$ cat config.mk
export PLATFORM = sky130hd
export DESIGN_NAME = banked_addr_decoder
export DESIGN_NICKNAME = d
export VERILOG_FILES = /design/src/rtl/adec_pkg.sv /design/src/rtl/adec_bank.sv /design/src/rtl/adec_region.sv /design/src/rtl/adec_rsp.sv /design/src/rtl/banked_addr_decoder.sv
export SDC_FILE = /design/constraint.sdc
export NUM_CORES = 1
export LEC_CHECK = 0
export ABC_AREA = 0
export CAP_MARGIN = 30
export CELL_PAD_IN_SITES_DETAIL_PLACEMENT = 2
export CELL_PAD_IN_SITES_GLOBAL_PLACEMENT = 2
export CORE_ASPECT_RATIO = 1.5
export CORE_MARGIN = 3
export CORE_UTILIZATION = 12
export DETAILED_ROUTE_END_ITERATION = 12
export PLACE_DENSITY_LB_ADDON = 0.1
export SYNTH_ARGS = -nofsm -noshare
export SYNTH_HDL_FRONTEND = slang
export SYNTH_SLANG_ARGS = --single-unit
$ cat constraint.sdc
create_clock -name clk -period 4.2 [get_ports clk]
set_clock_uncertainty 0.2 [all_clocks]
set_input_delay 0.84 -clock clk [delete_from_list [all_inputs] [get_ports clk]]
set_output_delay 0.84 -clock clk [all_outputs]
set_load 0.005 [all_outputs]
$ cat src/rtl/adec_pkg.sv
package adec_pkg;
  localparam int ADDR_W = 16;
  localparam int DATA_W = 8;
  localparam int OFF_W  = 16;
  localparam int BANK_W = 3;
  localparam int NSEL   = 11;
  localparam int IDX_W  = $clog2(NSEL + 1);

  typedef enum logic [IDX_W-1:0] {
    T_ROM0  = 4'd0,
    T_ROMX  = 4'd1,
    T_VRAM  = 4'd2,
    T_SRAM  = 4'd3,
    T_RTC   = 4'd4,
    T_WRAM0 = 4'd5,
    T_WRAMX = 4'd6,
    T_OAM   = 4'd7,
    T_IO    = 4'd8,
    T_HRAM  = 4'd9,
    T_IE    = 4'd10,
    T_NONE  = 4'd15
  } target_e;

  localparam logic [ADDR_W-1:0] OAM_BASE  = 16'hFE00;
  localparam logic [ADDR_W-1:0] GAP_BASE  = 16'hFEA0;
  localparam logic [ADDR_W-1:0] IO_BASE   = 16'hFF00;
  localparam logic [ADDR_W-1:0] HRAM_BASE = 16'hFF80;
  localparam logic [ADDR_W-1:0] IE_ADDR   = 16'hFFFF;
  localparam logic [DATA_W-1:0] OPEN_BUS  = '1;
endpackage

$ cat src/rtl/adec_bank.sv
module adec_bank
  import adec_pkg::*;
(
  input  logic              clk,
  input  logic              rst_n,
  input  logic              wbank_we,
  input  logic [DATA_W-1:0] wbank_data,
  input  logic              gate_we,
  input  logic              gate_sram,
  input  logic              gate_rtc,
  output logic [BANK_W-1:0] bank,
  output logic              sram_en,
  output logic              rtc_en
);
  logic [BANK_W-1:0] bank_raw;
  assign bank_raw = wbank_data[BANK_W-1:0];

  always_ff @(posedge clk) begin
    if (!rst_n) begin
      bank    <= BANK_W'(1);
      sram_en <= 1'b0;
      rtc_en  <= 1'b0;
    end else begin
      if (wbank_we)
        bank <= (bank_raw == '0) ? BANK_W'(1) : bank_raw;
      if (gate_we) begin
        sram_en <= gate_sram;
        rtc_en  <= gate_rtc;
      end
    end
  end

  p_bank_nonzero_r3: assert property (@(posedge clk) disable iff (!rst_n)
    bank != '0);

  p_bank_load_r3: assert property (@(posedge clk) disable iff (!rst_n)
    wbank_we && (wbank_data[BANK_W-1:0] != '0) |=> bank == $past(wbank_data[BANK_W-1:0]));

  p_gate_hold_r6: assert property (@(posedge clk) disable iff (!rst_n)
    !gate_we |=> $stable(sram_en) && $stable(rtc_en));
endmodule

$ cat src/rtl/adec_region.sv
module adec_region
  import adec_pkg::*;
(
  input  logic                        req_valid,
  input  logic                        req_we,
  input  logic [ADDR_W-1:0]           req_addr,
  input  logic [1:0]                  vid_mode,
  input  logic [BANK_W-1:0]           bank,
  input  logic                        sram_en,
  input  logic                        rtc_en,
  output target_e                     target,
  output logic [NSEL-1:0]             sel,
  output logic [NSEL-1:0][OFF_W-1:0]  off,
  output logic                        rom_wr
);
  logic [OFF_W-1:0] off_v;
  logic             rom_area;
  logic             oam_open;

  assign oam_open = ~vid_mode[1];
  assign rom_area = ~req_addr[15];

  always_comb begin
    target = T_NONE;
    off_v  = '0;
    unique case (req_addr[15:12])
      4'h0, 4'h1, 4'h2, 4'h3: begin
        target = T_ROM0;
        off_v  = OFF_W'(req_addr[13:0]);
      end
      4'h4, 4'h5, 4'h6, 4'h7: begin
        target = T_ROMX;
        off_v  = OFF_W'(req_addr[13:0]);
      end
      4'h8, 4'h9: begin
        target = T_VRAM;
        off_v  = OFF_W'(req_addr[12:0]);
      end
      4'hA, 4'hB: begin
        if (rtc_en) begin
          target = T_RTC;
        end else if (sram_en) begin
          target = T_SRAM;
          off_v  = OFF_W'(req_addr[12:0]);
        end
      end
      4'hC, 4'hE: begin
        target = T_WRAM0;
        off_v  = OFF_W'(req_addr[11:0]);
      end
      4'hD: begin
        target = T_WRAMX;
        off_v  = OFF_W'({bank, req_addr[11:0]});
      end
      default: begin
        if (req_addr < OAM_BASE) begin
          target = T_WRAMX;
          off_v  = OFF_W'({bank, req_addr[11:0]});
        end else if (req_addr < GAP_BASE) begin
          if (oam_open) begin
            target = T_OAM;
            off_v  = OFF_W'(req_addr[7:0]);
          end
        end else if (req_addr < IO_BASE) begin
          target = T_NONE;
        end else if (req_addr < HRAM_BASE) begin
          target = T_IO;
          off_v  = OFF_W'(req_addr[6:0]);
        end else if (req_addr != IE_ADDR) begin
          target = T_HRAM;
          off_v  = OFF_W'(req_addr[6:0]);
        end else begin
          target = T_IE;
        end
      end
    endcase
    if (rom_area && req_we)
      target = T_NONE;
  end

  assign rom_wr = req_valid & req_we & rom_area;

  for (genvar g = 0; g < NSEL; g++) begin : g_sel
    logic hit;
    assign hit    = req_valid && (target == target_e'(g));
    assign sel[g] = hit;
    assign off[g] = hit ? off_v : '0;
  end
endmodule

$ cat src/rtl/adec_rsp.sv
module adec_rsp
  import adec_pkg::*;
(
  input  logic                        clk,
  input  logic                        rst_n,
  input  logic                        req_valid,
  input  logic                        req_we,
  input  target_e                     target,
  input  logic [NSEL-1:0][DATA_W-1:0] rdata,
  output logic                        rsp_valid,
  output logic [DATA_W-1:0]           rsp_data
);
  target_e tgt_q;

  always_ff @(posedge clk) begin
    if (!rst_n) begin
      rsp_valid <= 1'b0;
      tgt_q     <= T_NONE;
    end else begin
      rsp_valid <= req_valid & ~req_we;
      if (req_valid & ~req_we)
        tgt_q <= target;
    end
  end

  always_comb begin
    rsp_data = '0;
    if (rsp_valid) begin
      if (tgt_q == T_NONE || int'(tgt_q) >= NSEL)
        rsp_data = OPEN_BUS;
      else
        rsp_data = rdata[tgt_q];
    end
  end

  p_rsp_follows_read_r9: assert property (@(posedge clk) disable iff (!rst_n)
    req_valid && !req_we |=> rsp_valid);

  p_rsp_only_after_read_r9: assert property (@(posedge clk) disable iff (!rst_n)
    !(req_valid && !req_we) |=> !rsp_valid);
endmodule

$ cat src/rtl/banked_addr_decoder.sv
module banked_addr_decoder
  import adec_pkg::*;
(
  input  logic                        clk,
  input  logic                        rst_n,
  input  logic                        req_valid,
  input  logic                        req_we,
  input  logic [ADDR_W-1:0]           req_addr,
  input  logic [DATA_W-1:0]           req_wdata,
  input  logic [1:0]                  vid_mode,
  input  logic                        wbank_we,
  input  logic [DATA_W-1:0]           wbank_data,
  input  logic                        gate_we,
  input  logic                        gate_sram,
  input  logic                        gate_rtc,
  output logic [NSEL-1:0]             reg_sel,
  output logic [NSEL-1:0][OFF_W-1:0]  reg_off,
  output logic                        mem_we,
  output logic [DATA_W-1:0]           mem_wdata,
  input  logic [NSEL-1:0][DATA_W-1:0] reg_rdata,
  output logic                        rsp_valid,
  output logic [DATA_W-1:0]           rsp_data,
  output logic                        mbc_wr,
  output logic [ADDR_W-1:0]           mbc_addr,
  output logic [DATA_W-1:0]           mbc_data
);
  logic [BANK_W-1:0] bank;
  logic              sram_en;
  logic              rtc_en;
  target_e           target;

  adec_bank u_bank (
    .clk        (clk),
    .rst_n      (rst_n),
    .wbank_we   (wbank_we),
    .wbank_data (wbank_data),
    .gate_we    (gate_we),
    .gate_sram  (gate_sram),
    .gate_rtc   (gate_rtc),
    .bank       (bank),
    .sram_en    (sram_en),
    .rtc_en     (rtc_en)
  );

  adec_region u_region (
    .req_valid (req_valid),
    .req_we    (req_we),
    .req_addr  (req_addr),
    .vid_mode  (vid_mode),
    .bank      (bank),
    .sram_en   (sram_en),
    .rtc_en    (rtc_en),
    .target    (target),
    .sel       (reg_sel),
    .off       (reg_off),
    .rom_wr    (mbc_wr)
  );

  adec_rsp u_rsp (
    .clk       (clk),
    .rst_n     (rst_n),
    .req_valid (req_valid),
    .req_we    (req_we),
    .target    (target),
    .rdata     (reg_rdata),
    .rsp_valid (rsp_valid),
    .rsp_data  (rsp_data)
  );

  assign mem_we    = req_valid & req_we & (|reg_sel);
  assign mem_wdata = req_wdata;
  assign mbc_addr  = req_addr;
  assign mbc_data  = req_wdata;

  p_sel_onehot_r10: assert property (@(posedge clk) disable iff (!rst_n)
    $onehot0(reg_sel));

  p_sel_needs_valid_r10: assert property (@(posedge clk) disable iff (!rst_n)
    !req_valid |-> reg_sel == '0);

  p_rom_write_strobe_r8: assert property (@(posedge clk) disable iff (!rst_n)
    req_valid && req_we && !req_addr[15] |-> mbc_wr && reg_sel == '0 && !mem_we);

  p_oam_blocked_r4: assert property (@(posedge clk) disable iff (!rst_n)
    vid_mode[1] |-> !reg_sel[T_OAM]);

  p_gap_empty_r5: assert property (@(posedge clk) disable iff (!rst_n)
    req_addr >= GAP_BASE && req_addr < IO_BASE |-> reg_sel == '0);
endmodule

==> run metrics <==
WP data arrival 3.09 ns; Antenna Nets Post-Route 0; CTS clk-pin slew, worst paths around 0.04 ns; Post-Synth Simple-Gate Area a little under a third; post-layout min period a little over 4 ns; EDFF count, synth 0; R2R Path End u_rsp.tgt_q[0]$_SDFFE_PN1P_; vias per cell between 3 and 4; Post-Synthesis Cells 455; #FFs+latches synth 10; DR iter-0 viols 77; largest net degree at the start of global routing 34; H-tree levels 1; cts bufs inserted 3; mux cell area share after synthesis between 10% and 20%; post-route design area a little over 6000 um2; Final Hold Vio Count 0; clock latency on the worst-skew pair 0.24 ns; GR Overflow Total 0; Max Clk Rate roughly 240 MHz; max-slew violations 0; placed instance area 6060 um2; first-pass GRT wire length 30000 um; main flop type after synthesis dfxtp_1; DP HPWL roughly 17000 um; post-synthesis xor/xnor area fraction 0%; status finished, final reports clean; die width ~140 um; Hold Path Class flip-flop to flip-flop; CTS sink count 10; Compound-Gate Fraction of Synth Area a little under an eighth; area leader, netlist buf_4; Reg2Reg Setup Slack 2.28 ns; Die ar. between 20000 and 30000 um2; final worst-path cycle share between 90% and 100%; io pins 360; Starting Density 12.4%; largest family of logic cells by synthesized area buffers and inverters; post-synth cell types 40; num rows 72; clock root buffer master clkbuf_16; Area growth syn-to-layout 91.6%; DR vias between 4000 and 5000; post-route DRC violation count 0; wire per inst slightly below 20 um; hold path depth 2; Max Cap Viol 0; Detailed Route WL 20400 um; ranking of synthesized cells by area buf_4 (27%), mux4_2 (11%), nor3_1 (7.3%), nor2_1 (6.3%), dfxtp_1 (6.2%); CTS Buffer Depth 2; GPL Wtd Cong 0.797; Chip Height between 200 and 250 um; PD cells 133 nW/um2; Post-synth ARST share 0%; Static Leakage 0.00315 uW; Worst Max-Slew Pin Slew 0.796 ns; top-area cell type share of the netlist area 27.0%; RSZ-0062 raised after global routing yes; Hold EP u_bank.bank[2]$_SDFFE_PN0P_; beginning of the worst hold path u_bank.bank[2]$_SDFFE_PN0P_; Ys Warns 0; CTS Hold Bufs 0; fin util a little under a quarter; All-Layer GR Usage between 10% and 20%; Slew headroom between 40% and 50%; startpoint types input port; setup violators final 0; reg2reg start u_bank.rtc_en$_SDFFE_PN0P_; initial antenna violation count 1; Crit Path Category input port to output port; post-synthesis adder-cell area fraction 0%; Seq/Total Area, Yosys around 6.2%; CP Capture Type output port; worst path required time 3.16 ns; Syn Area/Cell ~7.1 um2; nets ~850; worst vdd ir about 0.11 mV; synthesized cell area about 3200 um2; total iterations of the first detailed-routing run 4; setup TNS 0 ns; vias in the first global route roughly 4700; Core Region roughly 26000 um2; CP Max Fanout 5; FF-to-FF path depth 8; CTS tree built; layout cells sized above 1 24.1%; Total Power about 820 uW; Port Buffer Count between 200 and 300
[layout make-up]
| class | count | area, um2 |
|---|---|---|
| fill | 3119 | 19900 |
| timing repair buffer | 334 | 3130 |
| antenna | 1 | 2.50 |
| sequential | 10 | 200 |
| inverter | 3 | 11.3 |
| clock buffer | 4 | 88.8 |
| tap | 333 | 417 |
| multi-input combinational | 363 | 2340 |
[worst max path at each step]
stage	start	endpoint	slack, ns
global placement	req_addr[5]	reg_off[113]	-0.49
detailed placement	req_addr[15]	reg_off[5]	-0.51
CTS	req_addr[5]	reg_off[115]	-0.04
global route	req_addr[5]	reg_off[133]	-0.02
floorplan	req_addr[13]	reg_sel[6]	0.66
finish	req_addr[5]	reg_off[133]	0.07
[cells in the mapped netlist (2+ instances only)]
cell type,instances
nand2_1,27
nor2_1,54
clkbuf_1,21
buf_2,7
buf_1,4
o21a_1,2
nor2b_1,2
and2_1,10
mux2i_1,20
buf_4,116
a31oi_1,2
a21o_1,4
o21ai_0,38
inv_1,3
mux4_2,16
buf_6,3
nor2_2,3
o211a_1,2
nand2b_1,3
nand4_1,6
nor3_2,17
nor3_1,47
nor4b_4,2
nand3_1,11
dfxtp_1,10
o211ai_1,6
nor3b_1,2
a21oi_1,5
[state kept, by name, summed over array words and instances (netlist names)]
name and flops:
u_rsp.rsp_valid 1, u_bank.sram_en 1, u_bank.bank 3, u_bank.rtc_en 1, u_rsp.tgt_q 4
[per-stage QoR]
step	cells	hold slack, ns	worst slack, ns
final	1048	0.316	0.0711
after global routing	1047	0.357	-0.0166
after CTS	1047	0.331	-0.0429
after detailed placement	1032	0.318	-0.510
after global placement	1032	0.311	-0.491
after floorplan	527	0.244	0.660
[critical path, cell delays in order]
cell	delay, ns
dlygate4sd2_1	0.28
o21a_1	0.21
o311a_4	0.38
buf_4	0.17
a21oi_4	0.15
buf_6	0.14
buf_4	0.11
nand3_1	0.12
nor2_1	0.15
clkdlybuf4s50_1	0.54
[kinds of logic after synthesis]
logic type / Yosys count
buffers and inverters: 154
AND/OR/NAND/NOR: 191
AO/OA/AOI/OAI: 63
other: 1
multiplexers: 36
flip-flops: 10
[power breakdown]
part | leakage, uW | switching, uW | internal, uW
logic | 0.00303 | 239 | 278
clock network | 0.0000442 | 46.1 | 143
registers | 0.0000827 | 13.3 | 101
total | 0.00315 | 298 | 523
[metal layers]
metal	routed length, um	GRT usage, %
met1	7570	14.3
met2	10700	25.0
met3	1980	4.91
met4	197	1.87
met5	0	0
[cell usage in the layout, fill, tap and decap left out, types with 3 or more instances in the layout]
cell type / Yosys / final
clkdlybuf4s50_1: 0 / 136
clkdlybuf4s15_1: 0 / 4
nand3_1: 11 / 11
nand2b_1: 3 / 3
buf_4: 116 / 59
a21oi_1: 5 / 4
buf_2: 7 / 20
mux2i_1: 20 / 20
inv_1: 3 / 3
nor3_1: 47 / 44
clkbuf_2: 0 / 14
a21o_1: 4 / 4
nor3_2: 17 / 19
nor2_1: 54 / 52
clkbuf_16: 0 / 3
o211ai_1: 6 / 6
o21ai_0: 38 / 36
nand4_1: 6 / 6
dlymetal6s2s_1: 0 / 17
buf_6: 3 / 8
mux4_2: 16 / 16
nand2_1: 27 / 25
nor2_2: 3 / 5
and2_1: 10 / 9
dfxtp_1: 10 / 10
buf_12: 0 / 8
dlygate4sd2_1: 0 / 65
conb_1: 1 / 73
[repair_timing]
action | in CTS | in global routing
gates cloned | 3 | 0
setup endpoints to repair | 115 | 69
resized for setup | 174 | 74
setup buffers | 8 | 0
pin swaps | 9 | 11
hold endpoints to repair | 0 | 0
Power figures use the tool's default switching activity.
